[src/rtl/i2c_baud_pkg.sv]
package i2c_baud_pkg;
  localparam int M_W        = 4;
  localparam int N_W        = 3;
  localparam int RATE_W     = M_W + N_W;
  localparam int HZ_W       = 32;
  localparam int BASE_DIV   = 10;
  localparam int HALF_TICKS = BASE_DIV / 2;
  localparam int POW_W      = 1 << N_W;
  localparam int DEN_W      = 4 + M_W + POW_W;
  localparam int PH_W       = $clog2(BASE_DIV);
  localparam int PER_W      = M_W + 1 + POW_W;

  typedef struct packed {
    logic [M_W-1:0] m;
    logic [N_W-1:0] n;
  } rate_t;

  // terminal count of the power-of-two stage: 2^(n+1) - 1
  function automatic logic [POW_W-1:0] pow_limit(input logic [N_W-1:0] n);
    logic [POW_W:0] span;
    span = (POW_W+1)'(1) << ({1'b0, n} + (N_W+1)'(1));
    return POW_W'(span - (POW_W+1)'(1));
  endfunction

  // full divisor of one candidate: 10 * (m+1) * 2^(n+1)
  function automatic logic [DEN_W-1:0] cand_den(input logic [M_W-1:0] m,
                                                 input logic [N_W-1:0] n);
    logic [DEN_W-1:0] lin;
    lin = (DEN_W'(m) + DEN_W'(1)) * DEN_W'(BASE_DIV);
    return lin << ({1'b0, n} + (N_W+1)'(1));
  endfunction
endpackage

[src/rtl/stage_counter.sv]
module stage_counter #(
  parameter int W = 4
) (
  input  logic         clk,
  input  logic         rst_n,
  input  logic         clr,
  input  logic         en,
  input  logic [W-1:0] lim,
  output logic         wrap
);
  logic [W-1:0] cnt_q;

  assign wrap = en && (cnt_q == lim);

  always_ff @(posedge clk or negedge rst_n) begin
    if (!rst_n)      cnt_q <= '0;
    else if (clr)    cnt_q <= '0;
    else if (wrap)   cnt_q <= '0;
    else if (en)     cnt_q <= cnt_q + W'(1);
  end
endmodule

[src/rtl/serial_div.sv]
module serial_div #(
  parameter int NW = 32,
  parameter int DW = 16
) (
  input  logic          clk,
  input  logic          rst_n,
  input  logic          go,
  input  logic [NW-1:0] dividend,
  input  logic [DW-1:0] divisor,
  output logic          done,
  output logic [NW-1:0] quot
);
  localparam int CW = $clog2(NW + 1);

  logic          busy_q;
  logic [CW-1:0] step_q;
  logic [DW-1:0] rem_q;
  logic [DW-1:0] dvs_q;
  logic [NW-1:0] quo_q;
  logic [DW:0]   shifted;
  logic          fits;
  logic [DW:0]   diff;

  assign shifted = {rem_q, quo_q[NW-1]};
  assign fits    = shifted >= {1'b0, dvs_q};
  assign diff    = shifted - {1'b0, dvs_q};
  assign quot    = quo_q;

  always_ff @(posedge clk or negedge rst_n) begin
    if (!rst_n) begin
      busy_q <= 1'b0;
      done   <= 1'b0;
      step_q <= '0;
      rem_q  <= '0;
      dvs_q  <= '0;
      quo_q  <= '0;
    end else begin
      done <= 1'b0;
      if (go && !busy_q) begin
        busy_q <= 1'b1;
        step_q <= '0;
        rem_q  <= '0;
        dvs_q  <= divisor;
        quo_q  <= dividend;
      end else if (busy_q) begin
        rem_q  <= fits ? diff[DW-1:0] : shifted[DW-1:0];
        quo_q  <= {quo_q[NW-2:0], fits};
        step_q <= step_q + CW'(1);
        if (step_q == CW'(NW - 1)) begin
          busy_q <= 1'b0;
          done   <= 1'b1;
        end
      end
    end
  end
endmodule

[src/rtl/baud_search.sv]
module baud_search
  import i2c_baud_pkg::*;
(
  input  logic            clk,
  input  logic            rst_n,
  input  logic            start,
  input  logic [HZ_W-1:0] clk_hz,
  input  logic [HZ_W-1:0] req_hz,
  output logic            busy,
  output logic            done,
  output logic            ok,
  output logic [M_W-1:0]  m_out,
  output logic [N_W-1:0]  n_out
);
  localparam logic [M_W-1:0] M_LAST = '1;
  localparam logic [N_W-1:0] N_LAST = '1;

  logic [HZ_W-1:0] clk_q, req_q, best_d;
  logic [M_W-1:0]  m_c, best_m;
  logic [N_W-1:0]  n_c, best_n;
  logic            found_q, launch_q;
  logic            div_done;
  logic [HZ_W-1:0] cand_hz;
  logic [HZ_W-1:0] shortfall;
  logic            take, last_cand, found_nx;

  serial_div #(.NW(HZ_W), .DW(DEN_W)) u_div (
    .clk      (clk),
    .rst_n    (rst_n),
    .go       (launch_q),
    .dividend (clk_q),
    .divisor  (cand_den(m_c, n_c)),
    .done     (div_done),
    .quot     (cand_hz)
  );

  assign shortfall = req_q - cand_hz;
  assign take      = (cand_hz <= req_q) && (!found_q || (shortfall < best_d));
  assign last_cand = (m_c == M_LAST) && (n_c == N_LAST);
  assign found_nx  = found_q || take;

  always_ff @(posedge clk or negedge rst_n) begin
    if (!rst_n) begin
      busy     <= 1'b0;
      done     <= 1'b0;
      ok       <= 1'b0;
      m_out    <= '0;
      n_out    <= '0;
      clk_q    <= '0;
      req_q    <= '0;
      best_d   <= '0;
      best_m   <= '0;
      best_n   <= '0;
      m_c      <= '0;
      n_c      <= '0;
      found_q  <= 1'b0;
      launch_q <= 1'b0;
    end else begin
      done     <= 1'b0;
      launch_q <= 1'b0;
      if (start && !busy) begin
        busy     <= 1'b1;
        clk_q    <= clk_hz;
        req_q    <= req_hz;
        m_c      <= '0;
        n_c      <= '0;
        found_q  <= 1'b0;
        best_d   <= '0;
        best_m   <= '0;
        best_n   <= '0;
        launch_q <= 1'b1;
      end else if (busy && div_done) begin
        if (take) begin
          best_d  <= shortfall;
          best_m  <= m_c;
          best_n  <= n_c;
        end
        found_q <= found_nx;
        if (last_cand) begin
          busy  <= 1'b0;
          done  <= 1'b1;
          ok    <= found_nx;
          m_out <= found_nx ? (take ? m_c : best_m) : '0;
          n_out <= found_nx ? (take ? n_c : best_n) : '0;
        end else begin
          if (m_c == M_LAST) begin
            m_c <= '0;
            n_c <= n_c + N_W'(1);
          end else begin
            m_c <= m_c + M_W'(1);
          end
          launch_q <= 1'b1;
        end
      end
    end
  end
endmodule

[src/rtl/i2c_baud_gen.sv]
module i2c_baud_gen
  import i2c_baud_pkg::*;
#(
  parameter bit HAS_SEARCH = 1'b1
) (
  input  logic              clk,
  input  logic              rst_n,
  input  logic              rate_wr,
  input  logic [RATE_W-1:0] rate_word,
  output logic              tick,
  output logic              scl_hi,
  output logic              scl_edge,
  input  logic              srch_start,
  input  logic [HZ_W-1:0]   srch_clk_hz,
  input  logic [HZ_W-1:0]   srch_req_hz,
  output logic              srch_busy,
  output logic              srch_done,
  output logic              srch_ok,
  output logic [M_W-1:0]    srch_m,
  output logic [N_W-1:0]    srch_n
);
  localparam logic [PH_W-1:0] PH_LAST = PH_W'(BASE_DIV - 1);
  localparam logic [PH_W-1:0] PH_MID  = PH_W'(HALF_TICKS - 1);

  rate_t           rate_q;
  logic            lin_wrap;
  logic            pow_wrap;
  logic [PH_W-1:0] ph_q;

  always_ff @(posedge clk or negedge rst_n) begin
    if (!rst_n)       rate_q <= '0;
    else if (rate_wr) rate_q <= rate_t'(rate_word);
  end

  stage_counter #(.W(M_W)) u_lin (
    .clk   (clk),
    .rst_n (rst_n),
    .clr   (rate_wr),
    .en    (1'b1),
    .lim   (rate_q.m),
    .wrap  (lin_wrap)
  );

  stage_counter #(.W(POW_W)) u_pow (
    .clk   (clk),
    .rst_n (rst_n),
    .clr   (rate_wr),
    .en    (lin_wrap),
    .lim   (pow_limit(rate_q.n)),
    .wrap  (pow_wrap)
  );

  assign tick = pow_wrap;

  // the restart takes precedence over the tick when both land together
  always_ff @(posedge clk or negedge rst_n) begin
    if (!rst_n)        ph_q <= '0;
    else if (rate_wr)  ph_q <= '0;
    else if (tick)     ph_q <= (ph_q == PH_LAST) ? '0 : ph_q + PH_W'(1);
  end

  assign scl_hi   = ph_q >= PH_W'(HALF_TICKS);
  assign scl_edge = tick && ((ph_q == PH_MID) || (ph_q == PH_LAST));

  generate
    if (HAS_SEARCH) begin : g_search
      baud_search u_search (
        .clk    (clk),
        .rst_n  (rst_n),
        .start  (srch_start),
        .clk_hz (srch_clk_hz),
        .req_hz (srch_req_hz),
        .busy   (srch_busy),
        .done   (srch_done),
        .ok     (srch_ok),
        .m_out  (srch_m),
        .n_out  (srch_n)
      );
    end else begin : g_no_search
      logic unused_in;
      assign unused_in = srch_start ^ (^srch_clk_hz) ^ (^srch_req_hz);
      assign srch_busy = 1'b0;
      assign srch_done = 1'b0;
      assign srch_ok   = 1'b0;
      assign srch_m    = '0;
      assign srch_n    = '0;
    end
  endgenerate
endmodule

[config.mk]
export PLATFORM = sky130hd
export DESIGN_NAME = i2c_baud_gen
export DESIGN_NICKNAME = d
export VERILOG_FILES = /design/src/rtl/i2c_baud_pkg.sv /design/src/rtl/stage_counter.sv /design/src/rtl/serial_div.sv /design/src/rtl/baud_search.sv /design/src/rtl/i2c_baud_gen.sv
export SDC_FILE = /design/constraint.sdc
export NUM_CORES = 1
export LEC_CHECK = 0
export ABC_AREA = 1
export BUFFER_PORTS_ARGS = -buffer_cell sky130_fd_sc_hd__buf_2
export CAP_MARGIN = 25
export CORE_AREA = 2 2 145 175
export CTS_BUF_LIST = sky130_fd_sc_hd__clkbuf_4
export CTS_CLUSTER_SIZE = 25
export DETAILED_ROUTE_END_ITERATION = 7
export DIE_AREA = 0 0 147 177
export GPL_ROUTABILITY_DRIVEN = 0
export PLACE_DENSITY = 0.72
export SLEW_MARGIN = 20
export SYNTH_ARGS = -nofsm -noshare
export SYNTH_HDL_FRONTEND = slang
export SYNTH_SLANG_ARGS = --single-unit
[constraint.sdc]
create_clock -name clk -period 3.65 [get_ports clk]
set_input_delay 0.73 -clock clk [delete_from_list [all_inputs] [get_ports clk]]
set_output_delay 0.73 -clock clk [all_outputs]
set_load 0.01 [all_outputs]
==> impl_metrics.sql, run 1 <==
INSERT INTO impl_metrics (metric_group, metric, value, unit) VALUES
('outcome', 'run_status', 'finished clean', ''),
('clock_network', 'clk_pin_slew_worst_paths', '70', 'ps'),
('sta', 'setup_violations', '0', ''),
('hold_path', 'hp-class', 'primary input to flip-flop', ''),
('clock_network', 'tritoncts', 'done', ''),
('critical_path', 'cp_max_fo', '6', ''),
('grt', 'vias_in_the_first_global_route', '12200', ''),
('clock_network', 'numCtsBuffers', '56', ''),
('sta', 'final.setup.tns', '0', 'ps'),
('sta', 'period_share', '99.0', '%'),
('sta', 'fmaxAchievable', '0.277', 'GHz'),
('synth', 'share_of_the_yosys_chip_area_belonging_to_registers', '41.1', '%'),
('placement', 'numPlacedInstances', '2192', ''),
('detailed_routing', 'post_drt_via_cell_ratio', '5.34', ''),
('synth', 'synthDistinctLibCells', '49', ''),
('critical_path', 'worst-endpoint-required', '4200', 'ps'),
('clock_network', 'clock-sinks', '216', ''),
('finish', 'nNetsFinal', '2121', ''),
('floorplan', 'dieHeight', '177', 'µm'),
('synth', 'syn_inst', '1743', ''),
('grt', 'track_usage', '26.2', '%'),
('finish', 'area_growth_syn_to_layout', '22.6', '%'),
('detailed_routing', 'wl_met3', '2020', 'µm'),
('finish', 'fillCellCount', '2072', ''),
('detailed_routing', 'wire_length_on_met1', '14600', 'µm'),
('placement', 'pre_cts_ws', '-283', 'ps'),
('sta', 'timing.clock.skew', '69.6', 'ps'),
('placement', 'number_of_input_and_output_port_buffers_inserted', '87', ''),
('floorplan', 'boundaryPins', '88', ''),
('grt', 'antenna_found_initial', '1', ''),
('job', 'cap_viol_max_count', '0', ''),
('synth', 'synth_area_per_cell', '7.55', 'µm²'),
('hold_path', 'hold_path_depth', '3', ''),
('synth', 'synth_area', '0.0132', 'mm²'),
('detailed_routing', 'routed_wire_length_per_instance', '15.2', 'µm'),
('finish', 'proportion_of_layout_cells_with_a_drive_suffix_above_1', '22.0', '%'),
('sta', 'setup_repair_after_global_routing_missed_its_margin', 'yes', ''),
('pwr', 'seqPwrFrac', '25.1', '%'),
('pwr', 'p_sw_share', '45.8', '%'),
('pwr', 'power.ir.vdd_worst', '0.360', 'mV'),
('sta', 'fin_hold_ws', '206', 'ps'),
('critical_path', 'worst_r2r_path_depth', '23', ''),
('detailed_routing', 'detail_route.iter0.violations', '726', ''),
('pwr', 'power_density', '878', 'mW/mm²'),
('pwr', 'power.internal', '7660', 'µW'),
('floorplan', 'number_of_core_rows', '63', ''),
('finish', 'final_cell_count_no_fill', '2311', ''),
('floorplan', 'floorplan.die_area', '0.0260', 'mm²'),
('placement', 'hpwl_dp', '24600', 'µm'),
('synth', 'synth.yosys.warnings', '0', ''),
('sta', 'transition_time_at_the_pin_with_the_least_slew_margin', '707', 'ps'),
('sta', 'slew_viol_final', '0', ''),
('detailed_routing', 'first_pass_iters', '5', ''),
('synth', 'synth.ff_latch_count', '216', ''),
('detailed_routing', 'drcViolationCount', '0', ''),
('clock_network', 'clock-root-buffer', 'clkbuf_4', ''),
('floorplan', 'core_area', '0.0244', 'mm²'),
('grt', 'grt_max_degree', '90', ''),
('detailed_routing', 'vias', '12400', ''),
('sta', 'slew_headroom', '52.9', '%'),
('grt', 'grt_overflow', '0', ''),
('critical_path', 'endpoint_type_of_the_worst_setup_path', 'flip-flop', ''),
('sta', 'postLayoutSetupSlackWorst', '35.3', 'ps'),
('critical_path', 'critical_path_arrival', '4160', 'ps'),
('pwr', 'power.static_leakage', '0.00839', 'µW'),
('critical_path', 'cp_class', 'flip-flop to flip-flop', ''),
('floorplan', 'initial_standard_cell_utilization_of_the_core', '53.8', '%'),
('sta', 'report.final.hold_viol_count', '0', ''),
('grt', 'grt_first_pass_wirelength', '56300', 'µm'),
('clock_network', 'clk_latency', '720', 'ps'),
('detailed_routing', 'routed-wl-met2', '17200', 'µm'),
('pwr', 'clock_power_share', '14.3', '%'),
('clock_network', 'cts_max_path_buffers', '3', ''),
('synth', 'synth_nets', '1918', ''),
('floorplan', 'die_width', '147', 'µm'),
('detailed_routing', 'wl', '35200', 'µm'),
('pwr', 'sw_power', '6490', 'µW'),
('detailed_routing', 'final_antenna_net_count', '0', ''),
('sta', 'finalCriticalPeriod', '3610', 'ps'),
('finish', 'final_util', '66.0', '%'),
('pwr', 'power_frac_comb', '60.7', '%'),
('clock_network', 'cts-htree-levels', '2', ''),
('detailed_routing', 'topRoutingLayerUsed', 'met4', ''),
('critical_path', 'startpoint_type', 'flip-flop', '');
==> worst paths after layout <==
check / from / end / slack (ps)
max: g_search.u_search.u_div.quot[0] / g_search.u_search.best_d[25] / 40
min: srch_clk_hz[21] / g_search.u_search.clk_q[21] / 210
max reg2reg: g_search.u_search.u_div.quot[0] / g_search.u_search.best_d[25] / 40
min reg2reg: g_search.u_search.clk_q[22] / g_search.u_search.clk_q[22] / 470
max in group asynchronous: rst_n / g_search.u_search.req_q[27] / 2240
min in group asynchronous: rst_n / g_search.u_search.u_div.rem_q[8] / 530
==> final cells by class <==
| type | count | area (µm²) | area share, % |
|---|---|---|---|
| Clock inverter | 18 | 85.1 | 0.528 |
| Timing Repair Buffer | 192 | 1350 | 8.36 |
| Antenna cell | 1 | 2.50 | 0.0155 |
| Clock buffer | 79 | 593 | 3.68 |
| Inverter | 209 | 792 | 4.91 |
| Sequential cell | 216 | 5410 | 33.5 |
| Tap cell | 325 | 407 | 2.52 |
| Multi-Input combinational cell | 1271 | 7490 | 46.4 |
==> layout by cell type, fill, tap and decap left out, drive strengths merged, types with 3 or more instances in the layout <==
cell,count
o21a,3
o221ai,31
ha,98
o21bai,7
a31oi,4
o21ai,87
a21o,8
buf,189
clkbuf,81
inv,208
nand4,9
o22ai,12
a21oi,94
mux2i,4
nor2,100
xor2,39
dfrtp,216
nand3,112
nor3,21
xnor2,11
nand2,608
o211ai,4
clkinv,18
==> logic make-up after synthesis <==
| logic type | Yosys count | synth area share, % |
|---|---|---|
| and+or+nand+nor | 858 | 26.5 |
| xor gates and xnor gates | 50 | 3.33 |
| AOI/OAI and AO/OA | 258 | 11.5 |
| buffers and inverters | 256 | 7.59 |
| DFF | 216 | 41.1 |
| adders and majority gates | 100 | 9.63 |
| muxes | 5 | 0.390 |
==> metal layers <==
layer  vias up  GRT usage (%)
met3       128           4.48
met1      5733           32.2
met5         -              0
met2       408           45.2
li1       6082              -
met4         0           12.4
==> synth_stat cells, drive strengths merged <==
library cell | count | area [µm²]
o22a | 1 | 8.76
buf | 11 | 76.3
o21bai | 7 | 52.6
fa | 2 | 40.0
nor3 | 21 | 110
o31ai | 1 | 7.51
nor4 | 2 | 18.8
nand3 | 112 | 573
mux2 | 1 | 11.3
a22oi | 2 | 15.0
ha | 98 | 1230
nand3b | 2 | 15.0
nand2 | 608 | 2290
nand4 | 9 | 62.6
clkbuf | 36 | 135
dfrtp | 216 | 5410
o22ai | 12 | 75.1
xnor2 | 11 | 96.3
o211ai | 4 | 30.0
or2 | 2 | 12.5
a21o | 8 | 60.1
a22o | 2 | 17.5
nor2 | 100 | 385
mux2i | 4 | 40.0
a31oi | 4 | 25.0
o21ai | 87 | 439
a21boi | 2 | 15.0
o221ai | 31 | 272
xor2 | 39 | 342
clkinv | 3 | 11.3
a21oi | 94 | 470
inv | 206 | 776
o21a | 3 | 22.5
and3 | 2 | 12.5
==> power by group through the flow <==
stage / clock [µW] / sequential [µW] / combinational, µW
after floorplan: 0 / 3440 / 5280
final: 2020 / 3550 / 8590
after CTS: 2080 / 3520 / 7550
after detailed placement: 0 / 3560 / 7440
after global placement: 0 / 3540 / 7210
after global routing: 2210 / 3630 / 9640
==> sequential cells by signal, indices dropped and copies added (netlist names), 6 cells and up <==
register,count
g_search.u_search.best_d,32
g_search.u_search.clk_q,32
g_search.u_search.req_q,32
g_search.u_search.u_div.quot,32
g_search.u_search.u_div.rem_q,16
g_search.u_search.u_div.dvs_q,15
u_pow.cnt_q,8
rate_q,7
g_search.u_search.u_div.step_q,6
==> per-stage QoR <==
stage / total power, µW / area [µm²]
after floorplan: 8720 / 13200
after global placement: 10700 / 14500
after detailed placement: 11000 / 14500
after CTS: 13200 / 15300
after global routing: 15500 / 16100
final: 14200 / 16100
==> worst max-delay path: stages, from the launching register on <==
cell and delay [ps]:
dfrtp_1 410, ha_4 180, fa_2 430, o21ai_4 190, nand2_1 90, nand2_2 120
nand3_2 90, nand2_2 120, nand3_2 110, nand3_2 90, nand2_2 70, ha_4 260
nand2_2 40, nor2_2 120, nand4_1 220, nor2_1 200, nand2_1 80, nand2_2 80
nand2_2 70, nand3_4 150, inv_8 80, clkbuf_16 170, nand2_2 50, nand2_1 50
==> repair_timing <==
item | CTS | global route
cloned | 0 | 3
pin swaps | 6 | 42
gates resized for setup | 22 | 152
setup endpoints to repair | 48 | 48
hold buffers | 1 | 0
buffers inserted | 2 | 15
endpoints found under the hold margin | 55 | 0
Power figures use the tool's default switching activity.
==> run 2: changes to the inputs <==
- CORE_AREA: 2 2 145 175 -> 2 2 149 180
- DIE_AREA: 0 0 147 177 -> 0 0 151 182
- PLACE_DENSITY: 0.72 -> 0.73
- SYNTH_HIERARCHICAL: not set -> 1
==> run 2 against run 1 <==
Net effect: clock power about the same; critical endpoint is now g_search.u_search/best_d[13]; sequential share of layout area shrank 0.26 points; first-iteration DRC count down 3.7%; non-clock buffer count shrank 61; total power shrank 67%; fmax rose by 2.2%; largest cell class unchanged; flip-flop and latch count increased by 1; setup slack gained 76 ps; die area increased by 5.6%; clock skew decreased by 27 ps.
==> impl_metrics.sql, run 2 <==
INSERT INTO impl_metrics (metric_group, metric, value, unit) VALUES
('placement', 'hpwl_dp', '25600', 'µm'),
('sta', 'timing.clock.skew', '42.5', 'ps'),
('finish', 'final_cell_count_no_fill', '2345', ''),
('critical_path', 'worst_r2r_path_depth', '21', ''),
('grt', 'grt_overflow', '0', ''),
('synth', 'synth_top_cells_by_area', 'dfrtp_1, nand2_1, ha_1', ''),
('critical_path', 'crit_path_max_incr_delay', '420', 'ps'),
('critical_path', 'critical_path_arrival', '4160', 'ps'),
('detailed_routing', 'post_drt_via_cell_ratio', '5.34', ''),
('critical_path', 'worst-endpoint-required', '4270', 'ps'),
('sta', 'period_share', '96.9', '%'),
('synth', 'synth_area', '0.0140', 'mm²'),
('finish', 'most_common_library_cell_in_the_layout_ignoring_fill_and_taps', 'nand2_1', ''),
('hold_path', 'hp-class', 'primary input to flip-flop', ''),
('floorplan', 'number_of_core_rows', '65', ''),
('critical_path', 'cp_class', 'flip-flop to flip-flop', ''),
('floorplan', 'initial_standard_cell_utilization_of_the_core', '54.2', '%'),
('synth', 'synthMostInstantiatedCell', 'nand2_1', ''),
('grt', 'grt_first_pass_wirelength', '56800', 'µm'),
('synth', 'synthTopCellsByCount', 'nand2_1, inv_1, dfrtp_1', ''),
('hold_path', 'hold_path.startpoint', 'rate_word[4]', ''),
('placement', 'pre_cts_ws', '-129', 'ps'),
('job', 'cap_viol_max_count', '0', ''),
('detailed_routing', 'detail_route.iter0.violations', '699', ''),
('clock_network', 'clock-root-buffer', 'clkbuf_4', ''),
('floorplan', 'core_area', '0.0259', 'mm²'),
('critical_path', 'crit-reg2reg-launch', 'g_search.u_search/req_q[15]', ''),
('finish', 'proportion_of_layout_cells_with_a_drive_suffix_above_1', '21.8', '%'),
('finish', 'nNetsFinal', '2145', ''),
('synth', 'yosys-mux-area-fraction', '5.35', '%'),
('synth', 'synth-edff-count', '0', ''),
('clock_network', 'clock-sinks', '217', ''),
('finish', 'fillCellCount', '2263', ''),
('grt', 'vias_in_the_first_global_route', '12400', ''),
('outcome', 'run_status', 'finished clean', ''),
('sta', 'fmaxAchievable', '0.283', 'GHz'),
('critical_path', 'worst_reg2reg_setup_slack', '110', 'ps'),
('critical_path', 'critical_path.slowest_cell', 'dfrtp_1', ''),
('hold_path', 'hold_path_depth', '3', ''),
('grt', 'antenna_found_initial', '1', ''),
('critical_path', 'cpLargestDelayFamily', 'simple AND/OR/NAND/NOR gates', ''),
('synth', 'synthDistinctLibCells', '53', ''),
('synth', 'yosys.area_share.xor_xnor', '2.50', '%'),
('sta', 'setup_violations', '0', ''),
('detailed_routing', 'vias', '12500', ''),
('sta', 'fin_hold_ws', '227', 'ps'),
('detailed_routing', 'final_antenna_net_count', '0', ''),
('critical_path', 'worstReg2RegEnd', 'g_search.u_search/best_d[13]', ''),
('grt', 'track_usage', '25.4', '%'),
('clock_network', 'tritoncts', 'done', ''),
('grt', 'grt_max_degree', '82', ''),
('synth', 'synth-compound-area-share', '8.26', '%'),
('floorplan', 'dieHeight', '182', 'µm'),
('finish', 'area_growth_syn_to_layout', '16.5', '%'),
('detailed_routing', 'wl', '35300', 'µm'),
('critical_path', 'cp.buffers_inverters', '2', ''),
('sta', 'transition_time_at_the_pin_with_the_least_slew_margin', '940', 'ps'),
('synth', 'dominant_combinational_cell_family_by_area_after_synthesis', 'simple AND/OR/NAND/NOR gates', ''),
('synth', 'syn_inst', '1817', ''),
('sta', 'report.final.hold_viol_count', '0', ''),
('pwr', 'power.ir.vdd_worst', '0.190', 'mV'),
('placement', 'number_of_input_and_output_port_buffers_inserted', '87', ''),
('pwr', 'power_density', '285', 'mW/mm²'),
('pwr', 'power.static_leakage', '0.00916', 'µW'),
('sta', 'finalCriticalPeriod', '3540', 'ps'),
('detailed_routing', 'drcViolationCount', '0', ''),
('finish', 'final_non_filler_cell_area', '0.0163', 'mm²'),
('placement', 'numPlacedInstances', '2230', ''),
('clock_network', 'clk_latency', '700', 'ps'),
('detailed_routing', 'first_pass_iters', '7', ''),
('hold_path', 'min_delay_endpoint', 'rate_q[4]', ''),
('critical_path', 'crit_top_cell', 'nand2_1', ''),
('detailed_routing', 'routed_wire_length_per_instance', '15.1', 'µm'),
('synth', 'synth-simple-area-share', '27.5', '%'),
('finish', 'final_cell_mix', 'nand2_1, inv_1, dfrtp_1', ''),
('synth', 'netlist.top_cell.by_area', 'dfrtp_1', ''),
('synth', 'share_of_the_yosys_chip_area_belonging_to_registers', '38.8', '%'),
('synth', 'yosys_most_used_dff', 'dfrtp_1', ''),
('clock_network', 'clk_pin_slew_worst_paths', '60', 'ps'),
('critical_path', 'startpoint_type', 'flip-flop', ''),
('critical_path', 'cp-startpoint', 'g_search.u_search/req_q[15]', ''),
('clock_network', 'cts_max_path_buffers', '3', ''),
('critical_path', 'cp_max_fo', '8', ''),
('floorplan', 'die_width', '151', 'µm'),
('floorplan', 'floorplan.die_area', '0.0275', 'mm²'),
('critical_path', 'crit_path_cell_trace', 'ha_1 > nand2_1 > o21ai_0 > a21oi_1 > nand2_2 > nand3_1 > nand2_1 > xor2_1 > ha_1 > a21oi_2 > o21ai_1 > nand2_1 > nand3b_1 > nor2_1 > nand2_1 > nand2_2 > nand3_4 > inv_8 > clkbuf_16 > nand2_1 > nand2_1', ''),
('sta', 'final.setup.tns', '0', 'ps'),
('synth', 'synth.yosys.warnings', '6', ''),
('sta', 'slew_viol_final', '0', ''),
('placement', 'placement.cell_area', '0.0150', 'mm²'),
('synth', 'synth_top_area_share', '38.8', '%'),
('synth', 'yosys.area_share.adder', '9.00', '%'),
('clock_network', 'numCtsBuffers', '57', ''),
('sta', 'slew_headroom', '37.3', '%'),
('floorplan', 'boundaryPins', '88', ''),
('clock_network', 'cts-htree-levels', '2', ''),
('synth', 'synth_area_per_cell', '7.71', 'µm²'),
('synth', 'synth.ff_latch_count', '217', ''),
('sta', 'postLayoutSetupSlackWorst', '112', 'ps'),
('synth', 'async_reset_ff_share', '100', '%'),
('critical_path', 'endpoint_type_of_the_worst_setup_path', 'flip-flop', '');
## run 2: tightest hold or removal path, cell delays in order
cell and delay [ps]:
buf_2 70, nand2_1 40, nand2_1 50
## run 2: final cells by class
| class | instances | area (µm²) | area share [%] |
|---|---|---|---|
| Sequential cell | 217 | 5430 | 33.3 |
| Antenna cell | 1 | 2.50 | 0.0153 |
| Clock inverter | 16 | 80.1 | 0.491 |
| Tap cell | 335 | 419 | 2.57 |
| Inverter | 262 | 991 | 6.07 |
| Timing Repair Buffer | 131 | 897 | 5.50 |
| Multi-Input combinational cell | 1302 | 7890 | 48.4 |
| Clock buffer | 81 | 608 | 3.73 |
## run 2: cells by family (layout without fill, tap and decap cells)
logic type / after synthesis / count (layout)
AO/OA/AOI/OAI: 199 / 199
XOR/XNOR: 40 / 40
adder cells (fa/ha/maj): 99 / 99
buffers and inverters: 304 / 490
flip-flops: 217 / 217
multiplexers: 67 / 67
other: 2 / 9
AND/OR/NAND/NOR: 889 / 889
## run 2: where the power goes
part | switching [µW] | total, µW | internal, µW | leakage [µW]
logic | 115 | 179 | 64.3 | 0.00598
registers | 14.6 | 2430 | 2420 | 0.00276
clock network | 1010 | 2040 | 1020 | 0.000416
## run 2: repair_timing
action,CTS,global route
hold buffers,1,0
setup buffers,0,13
hold endpoints to repair,1,0
gates resized for setup,2,109
cloned,0,3
endpoints found under the setup margin,16,47
pin swaps,0,26
## run 2: through the flow
stage | util (%) | total power [µW]
3_3_place_gp | 57.8 | 2650
3_5_place_dp | 57.8 | 2660
4_1_cts | 60.5 | 4740
6_report | 63.1 | 4650
2_1_floorplan | - | 2540
5_1_grt | 63.1 | 4910
## run 2: worst max-delay path by stage
stage	endpoint	slack (ps)	cells past startpoint
6_report	g_search.u_search/best_d[13]	110	21
2_1_floorplan	g_search.u_search/best_d[5]	370	28
4_1_cts	g_search.u_search/best_d[29]	10	28
5_1_grt	g_search.u_search/best_d[13]	-70	29
3_5_place_dp	g_search.u_search/best_m[1]	-130	28
3_3_place_gp	g_search.u_search/best_m[1]	-30	28
## run 2: layer usage
layer	vias up	track usage [%]	wire, µm	share of wire [%]
met3	106	3.77	1510	4.3
li1	6182	-	-	-
met4	0	12.9	1670	4.7
met2	320	45.4	18100	51
met1	5915	29.2	14000	40
met5	-	0	0	0
==> run 3: changes to the inputs <==
- BUFFER_PORTS_ARGS: -buffer_cell sky130_fd_sc_hd__buf_2 -> -buffer_cell sky130_fd_sc_hd__buf_4
==> run 3 against run 2 <==
Net effect: flip-flop and latch count unchanged; highest routed layer unchanged; largest cell class unchanged; critical path depth increased by 1; critical path type unchanged; via count about the same; count of clock-buffer cells in the layout decreased by 7.
==> impl_metrics.sql, run 3 (synthesized netlist as in run 2, its figures left out) <==
INSERT INTO impl_metrics (metric_group, metric, value, unit) VALUES
('critical_path', 'endpoint_type_of_the_worst_setup_path', 'flip-flop', ''),
('job', 'cap_viol_max_count', '0', ''),
('critical_path', 'startpoint_type', 'flip-flop', ''),
('sta', 'timing.clock.skew', '64.6', 'ps'),
('placement', 'placement.cell_area', '0.0151', 'mm²'),
('sta', 'fin_hold_ws', '40.4', 'ps'),
('critical_path', 'worst-endpoint-required', '4220', 'ps'),
('detailed_routing', 'wl', '35300', 'µm'),
('finish', 'fillCellCount', '2276', ''),
('grt', 'vias_in_the_first_global_route', '12500', ''),
('finish', 'final_util', '63.3', '%'),
('clock_network', 'numCtsBuffers', '56', ''),
('finish', 'final_cell_count_no_fill', '2323', ''),
('grt', 'antenna_found_initial', '1', ''),
('floorplan', 'dieHeight', '182', 'µm'),
('floorplan', 'core_area', '0.0259', 'mm²'),
('floorplan', 'die_width', '151', 'µm'),
('clock_network', 'clk_pin_slew_worst_paths', '70', 'ps'),
('finish', 'proportion_of_layout_cells_with_a_drive_suffix_above_1', '20.5', '%'),
('clock_network', 'tritoncts', 'done', ''),
('critical_path', 'cp_max_fo', '8', ''),
('detailed_routing', 'routed_wire_length_per_instance', '15.2', 'µm'),
('grt', 'track_usage', '25.2', '%'),
('placement', 'number_of_input_and_output_port_buffers_inserted', '87', ''),
('floorplan', 'boundaryPins', '88', ''),
('placement', 'numPlacedInstances', '2222', ''),
('clock_network', 'clk_latency', '710', 'ps'),
('floorplan', 'floorplan.die_area', '0.0275', 'mm²'),
('pwr', 'power_density', '277', 'mW/mm²'),
('detailed_routing', 'vias', '12500', ''),
('clock_network', 'cts_max_path_buffers', '3', ''),
('sta', 'setup_violations', '0', ''),
('sta', 'slew_viol_final', '0', ''),
('sta', 'transition_time_at_the_pin_with_the_least_slew_margin', '970', 'ps'),
('sta', 'period_share', '99.5', '%'),
('sta', 'finalCriticalPeriod', '3630', 'ps'),
('clock_network', 'cts_hold_buf', '0', ''),
('floorplan', 'initial_standard_cell_utilization_of_the_core', '54.2', '%'),
('detailed_routing', 'post_drt_via_cell_ratio', '5.39', ''),
('pwr', 'power.ir.vdd_worst', '0.203', 'mV'),
('sta', 'report.final.hold_viol_count', '0', ''),
('finish', 'nNetsFinal', '2132', ''),
('detailed_routing', 'detail_route.iter0.violations', '612', ''),
('finish', 'most_common_library_cell_in_the_layout_ignoring_fill_and_taps', 'nand2_1', ''),
('placement', 'hpwl_dp', '25500', 'µm'),
('outcome', 'run_status', 'finished clean', ''),
('critical_path', 'cp_class', 'flip-flop to flip-flop', ''),
('floorplan', 'number_of_core_rows', '65', ''),
('finish', 'multiInputGateArea', '0.00787', 'mm²'),
('pwr', 'power.static_leakage', '0.00908', 'µW'),
('clock_network', 'clock-sinks', '217', ''),
('detailed_routing', 'drcViolationCount', '0', ''),
('clock_network', 'cts-htree-levels', '2', ''),
('finish', 'final_cell_mix', 'nand2_1, inv_1, dfrtp_1', ''),
('critical_path', 'critical_path_arrival', '4200', 'ps'),
('grt', 'grt_first_pass_wirelength', '56200', 'µm'),
('hold_path', 'hp-class', 'primary input to asynchronous set/reset pin', ''),
('grt', 'grt_overflow', '0', ''),
('sta', 'fmaxAchievable', '0.275', 'GHz'),
('finish', 'area_growth_syn_to_layout', '16.9', '%'),
('sta', 'final.setup.tns', '0', 'ps'),
('finish', 'register_area', '0.00543', 'mm²'),
('sta', 'slew_headroom', '35.2', '%'),
('finish', 'final_non_filler_cell_area', '0.0164', 'mm²'),
('detailed_routing', 'first_pass_iters', '5', ''),
('grt', 'grt_max_degree', '98', ''),
('clock_network', 'clock-root-buffer', 'clkbuf_4', ''),
('detailed_routing', 'final_antenna_net_count', '0', '');
[run 3: changes by cell type in the layout (fill, tap and decap cells not counted), moves of 3 or more]
| cell | delta |
|---|---|
| clkbuf_4 | -7 |
| buf_2 | -86 |
| a21oi_1 | +5 |
| nand3_2 | -6 |
| clkinv_2 | -4 |
| a21oi_2 | -4 |
| o21ai_0 | -3 |
| inv_6 | -3 |
| buf_4 | +73 |
| nand3_1 | +7 |
[run 3: final timing paths]
| kind | start | endpoint | slack [ps] | cells after the start |
|---|---|---|---|---|
| worst max-delay path | g_search.u_search/u_div/quot[12] | g_search.u_search/best_d[22] | 20 | 22 |
| worst min-delay path | rst_n | g_search.u_search/best_d[3] | 40 | 1 |
| worst max register to register | g_search.u_search/u_div/quot[12] | g_search.u_search/best_d[22] | 20 | 22 |
| worst min register to register | g_search.u_search/clk_q[2] | g_search.u_search/u_div/quot[2] | 430 | 2 |
| max in group asynchronous | rst_n | g_search.u_search/u_div/dvs_q[13] | 2710 | 2 |
| min in group clk | rate_word[4] | rate_q[4] | 250 | 3 |
[run 3: power by group]
part | leakage (µW) | switching (µW) | internal, µW
registers | 0.00276 | 14.4 | 2420
clock network | 0.000361 | 983 | 927
logic | 0.00596 | 113 | 85.2
total | 0.00908 | 1110 | 3430
[run 3: area by class of cell]
type | instances | share of cell area [%]
multi-input cells | 1302 | 48.0
flip-flops and latches | 217 | 33.2
repair buffers | 119 | 6.41
inverters | 262 | 6.05
clock buffers | 74 | 3.39
well taps | 335 | 2.56
clock inverters | 13 | 0.374
diodes | 1 | 0.0153
[run 3: per-stage QoR]
| stage | power (µW) | worst slack (ps) |
|---|---|---|
| 2_1_floorplan | 2540 | 370 |
| 3_3_place_gp | 2670 | -13.9 |
| 3_5_place_dp | 2680 | -61.9 |
| 4_1_cts | 4620 | 26.9 |
| 5_1_grt | 4770 | -114 |
| 6_report | 4540 | 19.9 |
[run 3: per-layer routing]
metal	wire (µm)	vias up	GRT usage, %
li1	-	6159	-
met1	13800	5873	28.5
met2	17900	365	44.4
met3	1600	132	3.89
met4	2050	0	15.1
met5	0	-	0
[run 3: critical path, stage by stage, from the launching register on]
cell and delay, ps:
dfrtp_1 370, inv_1 60, ha_2 400, nand2_1 150, o21ai_0 230, inv_1 120, o21ai_0 230, nand3_1 140
nand4_1 130, nand2_2 110, ha_1 280, nand2_1 70, inv_1 80, nand4_1 130, a21oi_1 190, nor2_1 80
nand2_1 80, nand2_2 90, nand3_4 180, inv_8 80, clkbuf_16 170, nand2_1 60, nand2_1 60
[run 3: repair_timing]
action                     CTS  global route
resized for setup            4           106
hold endpoints to repair     0             0
setup endpoints to repair   46            47
gates cloned                 0             4
pin swaps                    0            24
buffers inserted             0             9
